[src/rtl/chan_guard_pkg.sv]
package chan_guard_pkg;

  typedef enum logic [2:0] {
    KIND_NONE   = 3'd0,
    KIND_GND    = 3'd1,
    KIND_SUP    = 3'd2,
    KIND_ACROSS = 3'd3,
    KIND_OVERI  = 3'd4,
    KIND_IMBAL  = 3'd5
  } kind_e;

  typedef enum logic [1:0] {
    ST_RUN  = 2'd0,
    ST_COOL = 2'd1,
    ST_HELD = 2'd2
  } guard_st_e;

  // Imbalance threshold depends on the output level.
  function automatic logic imbal_cond(input logic v_lo, input logic m1, input logic m3);
    return (v_lo && m1) || (!v_lo && m3);
  endfunction

  // Fixed priority: ground, supply, across, overcurrent, imbalance.
  function automatic kind_e pick_kind(input logic g, input logic s, input logic a,
                                      input logic oi, input logic im);
    if (g)  return KIND_GND;
    if (s)  return KIND_SUP;
    if (a)  return KIND_ACROSS;
    if (oi) return KIND_OVERI;
    if (im) return KIND_IMBAL;
    return KIND_NONE;
  endfunction

  function automatic int cnt_width(input int limit);
    return (limit > 1) ? $clog2(limit + 1) : 1;
  endfunction

endpackage

[src/rtl/chan_guard_persist.sv]
module chan_guard_persist #(
  parameter int LIMIT = 8
) (
  input  logic clk,
  input  logic rst_n,
  input  logic arm,
  input  logic tick,
  input  logic cond,
  output logic qualified
);
  import chan_guard_pkg::*;

  localparam int CW = cnt_width(LIMIT);
  localparam logic [CW-1:0] CAP = CW'(LIMIT);

  logic [CW-1:0] cnt;

  always_ff @(posedge clk) begin
    if (!rst_n)                cnt <= '0;
    else if (!arm || !cond)    cnt <= '0;
    else if (tick && cnt != CAP) cnt <= cnt + 1'b1;
  end

  assign qualified = arm && cond && (cnt == CAP);

  AST_PERSIST_RESTART: assert property (@(posedge clk) disable iff (!rst_n)
    (!cond || !arm) |=> (cnt == '0));
  AST_PERSIST_CAP: assert property (@(posedge clk) disable iff (!rst_n)
    cnt <= CAP);
  AST_PERSIST_NO_TICK: assert property (@(posedge clk) disable iff (!rst_n)
    (arm && cond && !tick) |=> $stable(cnt));
endmodule

[src/rtl/chan_guard_judge.sv]
module chan_guard_judge (
  input  logic                 short_gnd,
  input  logic                 short_sup,
  input  logic                 short_load,
  input  logic                 vdiff_lo,
  input  logic                 i_over4,
  input  logic                 i_over8,
  input  logic                 imiss_over1,
  input  logic                 imiss_over3,
  input  logic                 vout_lo,
  input  logic                 lo_tier_q,
  input  logic                 imbal_q,
  output logic                 lo_tier_cond,
  output logic                 imbal_raw,
  output logic                 trip,
  output chan_guard_pkg::kind_e kind
);
  import chan_guard_pkg::*;

  logic hi_tier_hit;
  logic any_short;

  assign lo_tier_cond = vdiff_lo && i_over4;
  assign hi_tier_hit  = !vdiff_lo && i_over8;
  assign imbal_raw    = imbal_cond(vout_lo, imiss_over1, imiss_over3);
  assign any_short    = short_gnd || short_sup || short_load;
  assign trip         = any_short || hi_tier_hit || lo_tier_q || imbal_q;
  assign kind         = pick_kind(short_gnd, short_sup, short_load,
                                  hi_tier_hit || lo_tier_q, imbal_q);

  always_comb begin
    AST_TRIP_HAS_KIND: assert (!trip || kind != KIND_NONE);
  end
endmodule

[src/rtl/chan_guard_retry.sv]
module chan_guard_retry #(
  parameter int OFF_TICKS = 1600
) (
  input  logic                  clk,
  input  logic                  rst_n,
  input  logic                  tick,
  input  logic                  host_off,
  input  logic                  trip,
  input  chan_guard_pkg::kind_e kind_in,
  output logic                  run,
  output logic                  load_fault,
  output chan_guard_pkg::kind_e fault_kind
);
  import chan_guard_pkg::*;

  localparam int OCW = (OFF_TICKS > 1) ? $clog2(OFF_TICKS) : 1;
  localparam logic [OCW-1:0] LAST = OCW'(OFF_TICKS - 1);

  guard_st_e      st;
  logic [OCW-1:0] cnt;
  logic           cool_done;

  assign cool_done = tick && (cnt == LAST);

  always_ff @(posedge clk) begin
    if (!rst_n) begin
      st         <= ST_RUN;
      cnt        <= '0;
      fault_kind <= KIND_NONE;
    end else if (host_off) begin
      st  <= ST_HELD;
      cnt <= '0;
    end else begin
      unique case (st)
        ST_RUN: if (trip) begin
          st         <= ST_COOL;
          cnt        <= '0;
          fault_kind <= kind_in;
        end
        ST_COOL: if (cool_done) begin
          st  <= ST_RUN;
          cnt <= '0;
        end else if (tick) begin
          cnt <= cnt + 1'b1;
        end
        default: st <= ST_RUN;
      endcase
    end
  end

  assign run        = (st == ST_RUN);
  assign load_fault = (st == ST_COOL);

  AST_COOL_RANGE: assert property (@(posedge clk) disable iff (!rst_n)
    cnt <= LAST);
  AST_COOL_HOLD: assert property (@(posedge clk) disable iff (!rst_n)
    (st == ST_COOL && !tick && !host_off) |=> (st == ST_COOL && $stable(cnt)));
  AST_HOST_WINS: assert property (@(posedge clk) disable iff (!rst_n)
    host_off |=> (!run && !load_fault));
endmodule

[src/rtl/chan_guard.sv]
module chan_guard #(
  parameter int OFF_TICKS      = 1600,
  parameter int SOA_QUAL_TICKS = 31,
  parameter int SPK_QUAL_TICKS = 8
) (
  input  logic       clk,
  input  logic       rst_n,
  input  logic       tick,
  input  logic       host_off,
  input  logic       short_gnd,
  input  logic       short_sup,
  input  logic       short_load,
  input  logic       vdiff_lo,
  input  logic       i_over4,
  input  logic       i_over8,
  input  logic       imiss_over1,
  input  logic       imiss_over3,
  input  logic       vout_lo,
  output logic       ch_en,
  output logic       load_fault,
  output logic [2:0] fault_kind
);
  import chan_guard_pkg::*;

  localparam int NQ = 2;
  localparam int QLIM [NQ] = '{SOA_QUAL_TICKS, SPK_QUAL_TICKS};

  logic          run;
  logic          trip;
  kind_e         trip_kind;
  kind_e         kind_q;
  logic [NQ-1:0] q_cond;
  logic [NQ-1:0] q_hit;

  chan_guard_judge u_judge (
    .short_gnd   (short_gnd),
    .short_sup   (short_sup),
    .short_load  (short_load),
    .vdiff_lo    (vdiff_lo),
    .i_over4     (i_over4),
    .i_over8     (i_over8),
    .imiss_over1 (imiss_over1),
    .imiss_over3 (imiss_over3),
    .vout_lo     (vout_lo),
    .lo_tier_q   (q_hit[0]),
    .imbal_q     (q_hit[1]),
    .lo_tier_cond(q_cond[0]),
    .imbal_raw   (q_cond[1]),
    .trip        (trip),
    .kind        (trip_kind)
  );

  for (genvar gi = 0; gi < NQ; gi++) begin : g_persist
    chan_guard_persist #(.LIMIT(QLIM[gi])) u_persist (
      .clk      (clk),
      .rst_n    (rst_n),
      .arm      (run),
      .tick     (tick),
      .cond     (q_cond[gi]),
      .qualified(q_hit[gi])
    );
  end

  chan_guard_retry #(.OFF_TICKS(OFF_TICKS)) u_retry (
    .clk       (clk),
    .rst_n     (rst_n),
    .tick      (tick),
    .host_off  (host_off),
    .trip      (trip),
    .kind_in   (trip_kind),
    .run       (run),
    .load_fault(load_fault),
    .fault_kind(kind_q)
  );

  assign ch_en      = run;
  assign fault_kind = kind_q;

  AST_SHORT_OFF: assert property (@(posedge clk) disable iff (!rst_n)
    (ch_en && !host_off && (short_gnd || short_sup || short_load)) |=> !ch_en);
  AST_HI_TIER_OFF: assert property (@(posedge clk) disable iff (!rst_n)
    (ch_en && !host_off && !vdiff_lo && i_over8) |=> (!ch_en && fault_kind != 3'd0));
  AST_KIND_HELD: assert property (@(posedge clk) disable iff (!rst_n)
    (load_fault && $past(load_fault)) |-> $stable(fault_kind));
  AST_ONE_ROLE: assert property (@(posedge clk) disable iff (!rst_n)
    $onehot0({ch_en, load_fault}));
endmodule

[config.mk]
export PLATFORM = sky130hd
export DESIGN_NAME = chan_guard
export DESIGN_NICKNAME = d
export VERILOG_FILES = /design/src/rtl/chan_guard_pkg.sv /design/src/rtl/chan_guard_persist.sv /design/src/rtl/chan_guard_judge.sv /design/src/rtl/chan_guard_retry.sv /design/src/rtl/chan_guard.sv
export SDC_FILE = /design/constraint.sdc
export NUM_CORES = 1
export LEC_CHECK = 0
export BUFFER_PORTS_ARGS = -buffer_cell sky130_fd_sc_hd__buf_4
export CORE_ASPECT_RATIO = 1.2
export CORE_MARGIN = 3
export CORE_UTILIZATION = 40
export DETAILED_ROUTE_END_ITERATION = 10
export PLACE_DENSITY = 0.68
export SYNTH_ARGS = -nofsm -noshare
export SYNTH_HDL_FRONTEND = slang
export SYNTH_SLANG_ARGS = --single-unit
[constraint.sdc]
create_clock -name clk -period 5 [get_ports clk]
set_input_delay 1 -clock clk [delete_from_list [all_inputs] [get_ports clk]]
set_output_delay 1 -clock clk [all_outputs]
set_load 0.03 [all_outputs]
---- Word-level counts from Yosys, hierarchy flattened ----
Cells that the tools add are included.
storage, ports and cells
  input bits .............................. 13
  register bits after elaboration ......... 25
operators by class
  muxes and demuxes ....................... 33
  add/subtract/negate cells ............... 3
  bitwise gates (word level) .............. 2
  equality and inequality tests ........... 11
  reduce and logical (&&, ||, !) cells .... 34
operators by type and width
  operator                                             number
  two-way mux 11 bit                                   3
  two-way mux 3 bit                                    10
  case mux 11 bit (2 select lines)                     1
  two-way mux 1 bit                                    15
  adder 11 x 1 -> 11 bit, second input constant        1
  equality test 11 bit, second input constant          1
  logical AND 1 bit                                    11
  logical OR 1 bit                                     9
  two-way mux 2 bit                                    3
  != test 3 x 2 -> 1 bit, second input constant        2
  AND reduction 3 bit                                  2
  OR reduction 2 bit                                   3
  adder 5 x 1 -> 5 bit, second input constant          1
  equality test 5 bit, second input constant           1
  logical NOT 1 bit                                    5
  != test 5 bit, second input constant                 1
  adder 4 x 1 -> 4 bit, second input constant          1
  equality test 4 bit, second input constant           1
  != test 4 bit, second input constant                 1
  case mux 2 bit (2 select lines)                      1
  AND reduction 2 bit                                  2
  != test 3 bit, second input constant                 1
  equality test 2 x 1 -> 1 bit, second input constant  1
  logical NOT 2 bit                                    1
  4 further kinds                                      5

---- Logic depth before layout (Yosys ltp) ----
  depth in word-level cells ............... 17
  depth in mapped cells ................... 8

---- By module ----
From an unflattened synthesis, not the netlist that was laid out.
second synthesis, totals
  cells, all modules ...................... 149
  area total of the unflattened synthesis .. 1305.0 um^2
by module, submodules not included
  module                                       seq. area each (um^2)  area each (um^2)  cells an instance  instances
  chan_guard_retry                             320.3                  748.2             84                 1
  chan_guard_persist (g_persist[0].u_persist)  100.1                  244.0             27                 1
  chan_guard_persist (g_persist[1].u_persist)  80.1                   234.0             25                 1
  chan_guard_judge                             0.0                    78.8              13                 1

---- Least setup slack after synthesis ----
No wires, ideal clock.
  path type ............................... input-to-reg
  from .................................... input port vout_lo
  to ...................................... register u_retry.cnt[1]
  path buffers ............................ 1
  setup time .............................. 72 ps
  stages on the path ...................... 6
  arrival time ............................ 2232 ps
  slack ................................... 2696 ps
  path through ............................ mux2i_1 > or4_4 > a311o_1 > nand2_2 > buf_6 > mux2i_1
on the way
  longest elaborated chain between the ends .. 8
  elaborated cells on any way between the ends .. 9
ends and longest elaborated chain
  what                                RTL line                  text
  start: declaration                  chan_guard.sv:18          input logic vout_lo,
  logical NOT 1 bit                   chan_guard_pkg.sv:20      return (v_lo && m1) || (!v_lo && m3);
  logical AND 1 bit                   chan_guard_pkg.sv:20
  logical OR 1 bit (*)                chan_guard_pkg.sv:20
  logical AND 1 bit (*) (2 in a row)  chan_guard_persist.sv:24  assign qualified = arm && cond && (cnt == CAP);
  logical OR 1 bit (*)                chan_guard_judge.sv:27    assign trip = any_short || hi_tier_hit || lo_tier_q || imbal_q;
  != test 2 bit (no line) (*)         n/a
  AND reduction 3 bit (no line) (*)   n/a
  end signal: assignment              chan_guard_retry.sv:44    cnt <= cnt + 1'b1;
  end: declaration                    chan_guard_retry.sv:20    logic [OCW-1:0] cnt;
Every way passes the cells marked *; elsewhere a longest branch is shown, timed or not.
A chain may end at the register's enable or synchronous reset.

---- Final worst setup path ----
  from .................................... register u_retry.st[0]
  to ...................................... output port load_fault
on the way
  longest elaborated chain between the ends .. 1
ends and longest elaborated chain
  what                          RTL line                text
  start: declaration            chan_guard_retry.sv:19  guard_st_e st;
  start signal: assignment      chan_guard_retry.sv:27  st <= ST_RUN;
  start signal: assignment      chan_guard_retry.sv:31  st <= ST_HELD;
  start signal: assignment      chan_guard_retry.sv:36  st <= ST_COOL;
  equality test 2 x 1 -> 1 bit  chan_guard_retry.sv:52  assign load_fault = (st == ST_COOL);
  end: declaration              chan_guard.sv:20        output logic load_fault,
Every way passes these cells.

==> key figures <==
Worst setup path
  • Reg-to-reg slack, setup: 2920 ps
  • CP required: 4000 ps
  • CP Launch Type: flop
  • Slowest CP cell: nor2b_1
  • Crit-path max FO: 7
  • Buf/Inv on CP: 1
  • Reg2reg end: u_retry.cnt[8]$_SDFFE_PP0P_
  • CP peak stage delay: 420 ps
  • Crit path max-delay family: simple AND/OR/NAND/NOR gates
  • CP cell instances: nor2b_1 > buf_4
  • Critical path class: reg2out
  • Crit path arrival time: 1410 ps
  • CP endpoint kind: output port
  • R2r worst-path depth: 7
  • R2r startpoint: g_persist[0].u_persist.cnt[0]$_SDFFE_PP0P_

Place
  • Buffers on Ports: 17
  • DP Wirelength: 2000 um
  • DP Cell Count: 191
  • Final Wtd Congestion: 0.846

Yosys
  • Synthesized flop and latch total: 25
  • Post-synth EDFFs: 0
  • Netlist Area Pre-Place: 0.00126 mm^2
  • Post-Syn Instances: 146
  • Asr flop ratio synth: 0%
  • Yosys warning total: 0
  • Seq/Total Area, Yosys: 39.6%
  • Yosys cell types: 40
  • Syn avg cell area: 8.66 um^2
  • Syn_nets: approximately 160
  • Ys flop type: dfxtp_1

Timing
  • Min Hold Slack: between 500 and 600 ps
  • Clk_skew: 12.0 ps
  • Worst slew pin tran: between 600 and 700 ps
  • Post-layout min period: around 2400 ps
  • Setup violators final: 0
  • Hold Vio Cnt, Final: 0
  • Tcrit/Tclk final: 48.2%
  • RSZ-0062 raised after global routing: no
  • Worst rel slew slack: 59.1%
  • Slew Limit Fails: 0
  • Fmax: 415 MHz
  • Setup TNS: 0 ps

Clocking
  • Post_cts resized: 0
  • CTS tree: built
  • Clock Sinks: 25
  • H-Tree Depth: 1
  • CTS root buffer: clkbuf_4
  • CTS Buffer Depth: 2
  • Skew-Pair Late Insertion Delay: 320 ps
  • CTS clk-pin slew, worst paths: 150 ps
  • CTS Buf Count: 3
  • # hold bufs at CTS: 0
  • Postcts setup bufs: 0

Power and ir drop
  • Leak: 0.523 nW
  • Worst VDD drop: 0.000117 V
  • Pwr/cell area: around 240 mW/mm^2
  • Tot Pwr: 0.351 mW

Drt
  • Vias: 1127
  • DR iter-0 viols: 60
  • Post-route DRC: 0
  • WL met1: 1100 um
  • WL final: 2660 um
  • DR pass1 iterations: 4
  • Wire length per cell: 13.7 um
  • Routed length on met3: 52 um
  • Antenna-violating nets left: 0
  • Met2 wire length: approximately 1500 um
  • Top layer in use: met4
  • Number of vias per cell: roughly 5.8

Hold path
  • Hold Crit Start: u_retry.cnt[10]$_SDFFE_PP0P_
  • Hold Path Stages: 1
  • Hold Path Sink: u_retry.cnt[10]$_SDFFE_PP0P_
  • Type of the worst min-delay path: reg2reg

Floorplan
  • Die X: 57.3 um
  • Initial core utilization: 43.4%
  • # IOs: 18
  • Core box area: 0.00292 mm^2
  • Die Height: 67.6 um
  • DIE AREA: a little under 0.004 mm^2
  • Num rows: 21

Global routing
  • Largest net degree at the start of global routing: 17
  • Total track usage: between 10% and 20%
  • First-pass GRT wire length: 4740 um
  • Vias in the first global route: 1149
  • Total congestion overflow: 0
  • Initial antenna violation count: 0

Run
  • Max Cap Viol: 0

Layout
  • Area Growth Syn to Fin: 13.5%
  • Share of layout cells above drive strength 1: 16.1%
  • ANT cells: 0
  • Fin cells: 195
  • Final Core Density: 49.2%
  • Post-layout nets: 180

Status
  • Status: completed
-- report_power, final --
part           switching, mW  internal [mW]  total [mW]
logic                 0.0285         0.0193      0.0478
clock network         0.0651         0.0325      0.0976
registers            0.00270          0.203       0.206
-- layout make-up --
class                   instances  area (um^2)
fillers                       274         1480
multi-input cells             112          722
flip-flops and latches         25          500
repair buffers                 17          128
well taps                      34         42.5
clock buffers                   3         22.5
inverters                       3         11.3
clock inverters                 1         8.76
-- worst max-delay path by stage --
| stage | to | start | cells after the start |
|---|---|---|---|
| finish | load_fault | u_retry.st[0]$_SDFFE_PP0P_ | 2 |
| global placement | u_retry.cnt[1]$_SDFFE_PP0P_ | vout_lo | 6 |
| floorplan | u_retry.cnt[1]$_SDFFE_PP0P_ | vout_lo | 6 |
| global route | load_fault | u_retry.st[0]$_SDFFE_PP0P_ | 2 |
| detailed placement | u_retry.cnt[1]$_SDFFE_PP0P_ | vout_lo | 6 |
| CTS | load_fault | u_retry.st[0]$_SDFFE_PP0P_ | 2 |
-- routing by layer --
layer  GRT usage [%]  up-vias
met2            30.9       12
met3            2.29        2
met5               0        -
met4            5.22        0
met1            15.8      546
li1                -      567
-- registers in the layout (all words and copies together) (netlist names) --
register	count
u_retry.cnt	11
g_persist.u_persist.cnt	9
u_retry.fault_kind	3
u_retry.st	2
-- layout by cell type (no fill, tap or decap), drive strengths merged, types with 2 or more instances in the layout --
master and count:
nor2 15, a21oi 5, nor3 2, mux2i 4, a21boi 2, nand3 6, inv 4, nand2 20
xor2 4, buf 17, ha 5, xnor2 2, nand3b 2, o21ai 4, nand4 4, nand2b 2
dfxtp 25, nor2b 6, a311oi 7, a31oi 7, clkbuf 3, a41oi 3, and3 2
-- stage by stage --
stage | instance area [um^2] | worst slack, ps
2_1_floorplan | 1260 | 2700
3_3_place_gp | 1400 | 2510
3_5_place_dp | 1400 | 2470
4_1_cts | 1440 | 2570
5_1_grt | 1440 | 2460
6_report | 1440 | 2590
-- cells in the mapped netlist (2+ instances only) --
master | number | area share [%]
nand4_1 | 4 | 2.0
ha_1 | 5 | 4.9
nor2_1 | 15 | 4.5
nor3_1 | 2 | 0.79
nand2b_1 | 2 | 0.99
nand3_1 | 6 | 2.4
a41oi_1 | 3 | 2.1
a21oi_1 | 4 | 1.6
and3_1 | 2 | 0.99
clkbuf_1 | 3 | 0.89
inv_1 | 3 | 0.89
nor2b_1 | 6 | 3.0
a31oi_1 | 7 | 3.5
xnor2_1 | 2 | 1.4
nand2_1 | 19 | 5.6
o21ai_0 | 3 | 1.2
mux2i_1 | 4 | 3.2
dfxtp_1 | 25 | 40
xor2_1 | 4 | 2.8
a311oi_1 | 7 | 4.8
-- kinds of logic after synthesis --
family	after synthesis	synth area share (%)
AOI/OAI and AO/OA	33	18.9
xor gates and xnor gates	6	4.15
adders and majority gates	5	4.95
buffers and inverters	9	3.36
DFF	25	39.6
muxes	4	3.17
and+or+nand+nor	64	25.9
-- worst register-to-register path: stages, from the launching register on --
cell and delay [ps]:
dfxtp_1 370, ha_1 210, and3_1 180, ha_1 190, a41oi_1 300, a311o_1 270, nand2_2 170, a311oi_1 300
Power figures use the tool's default switching activity.
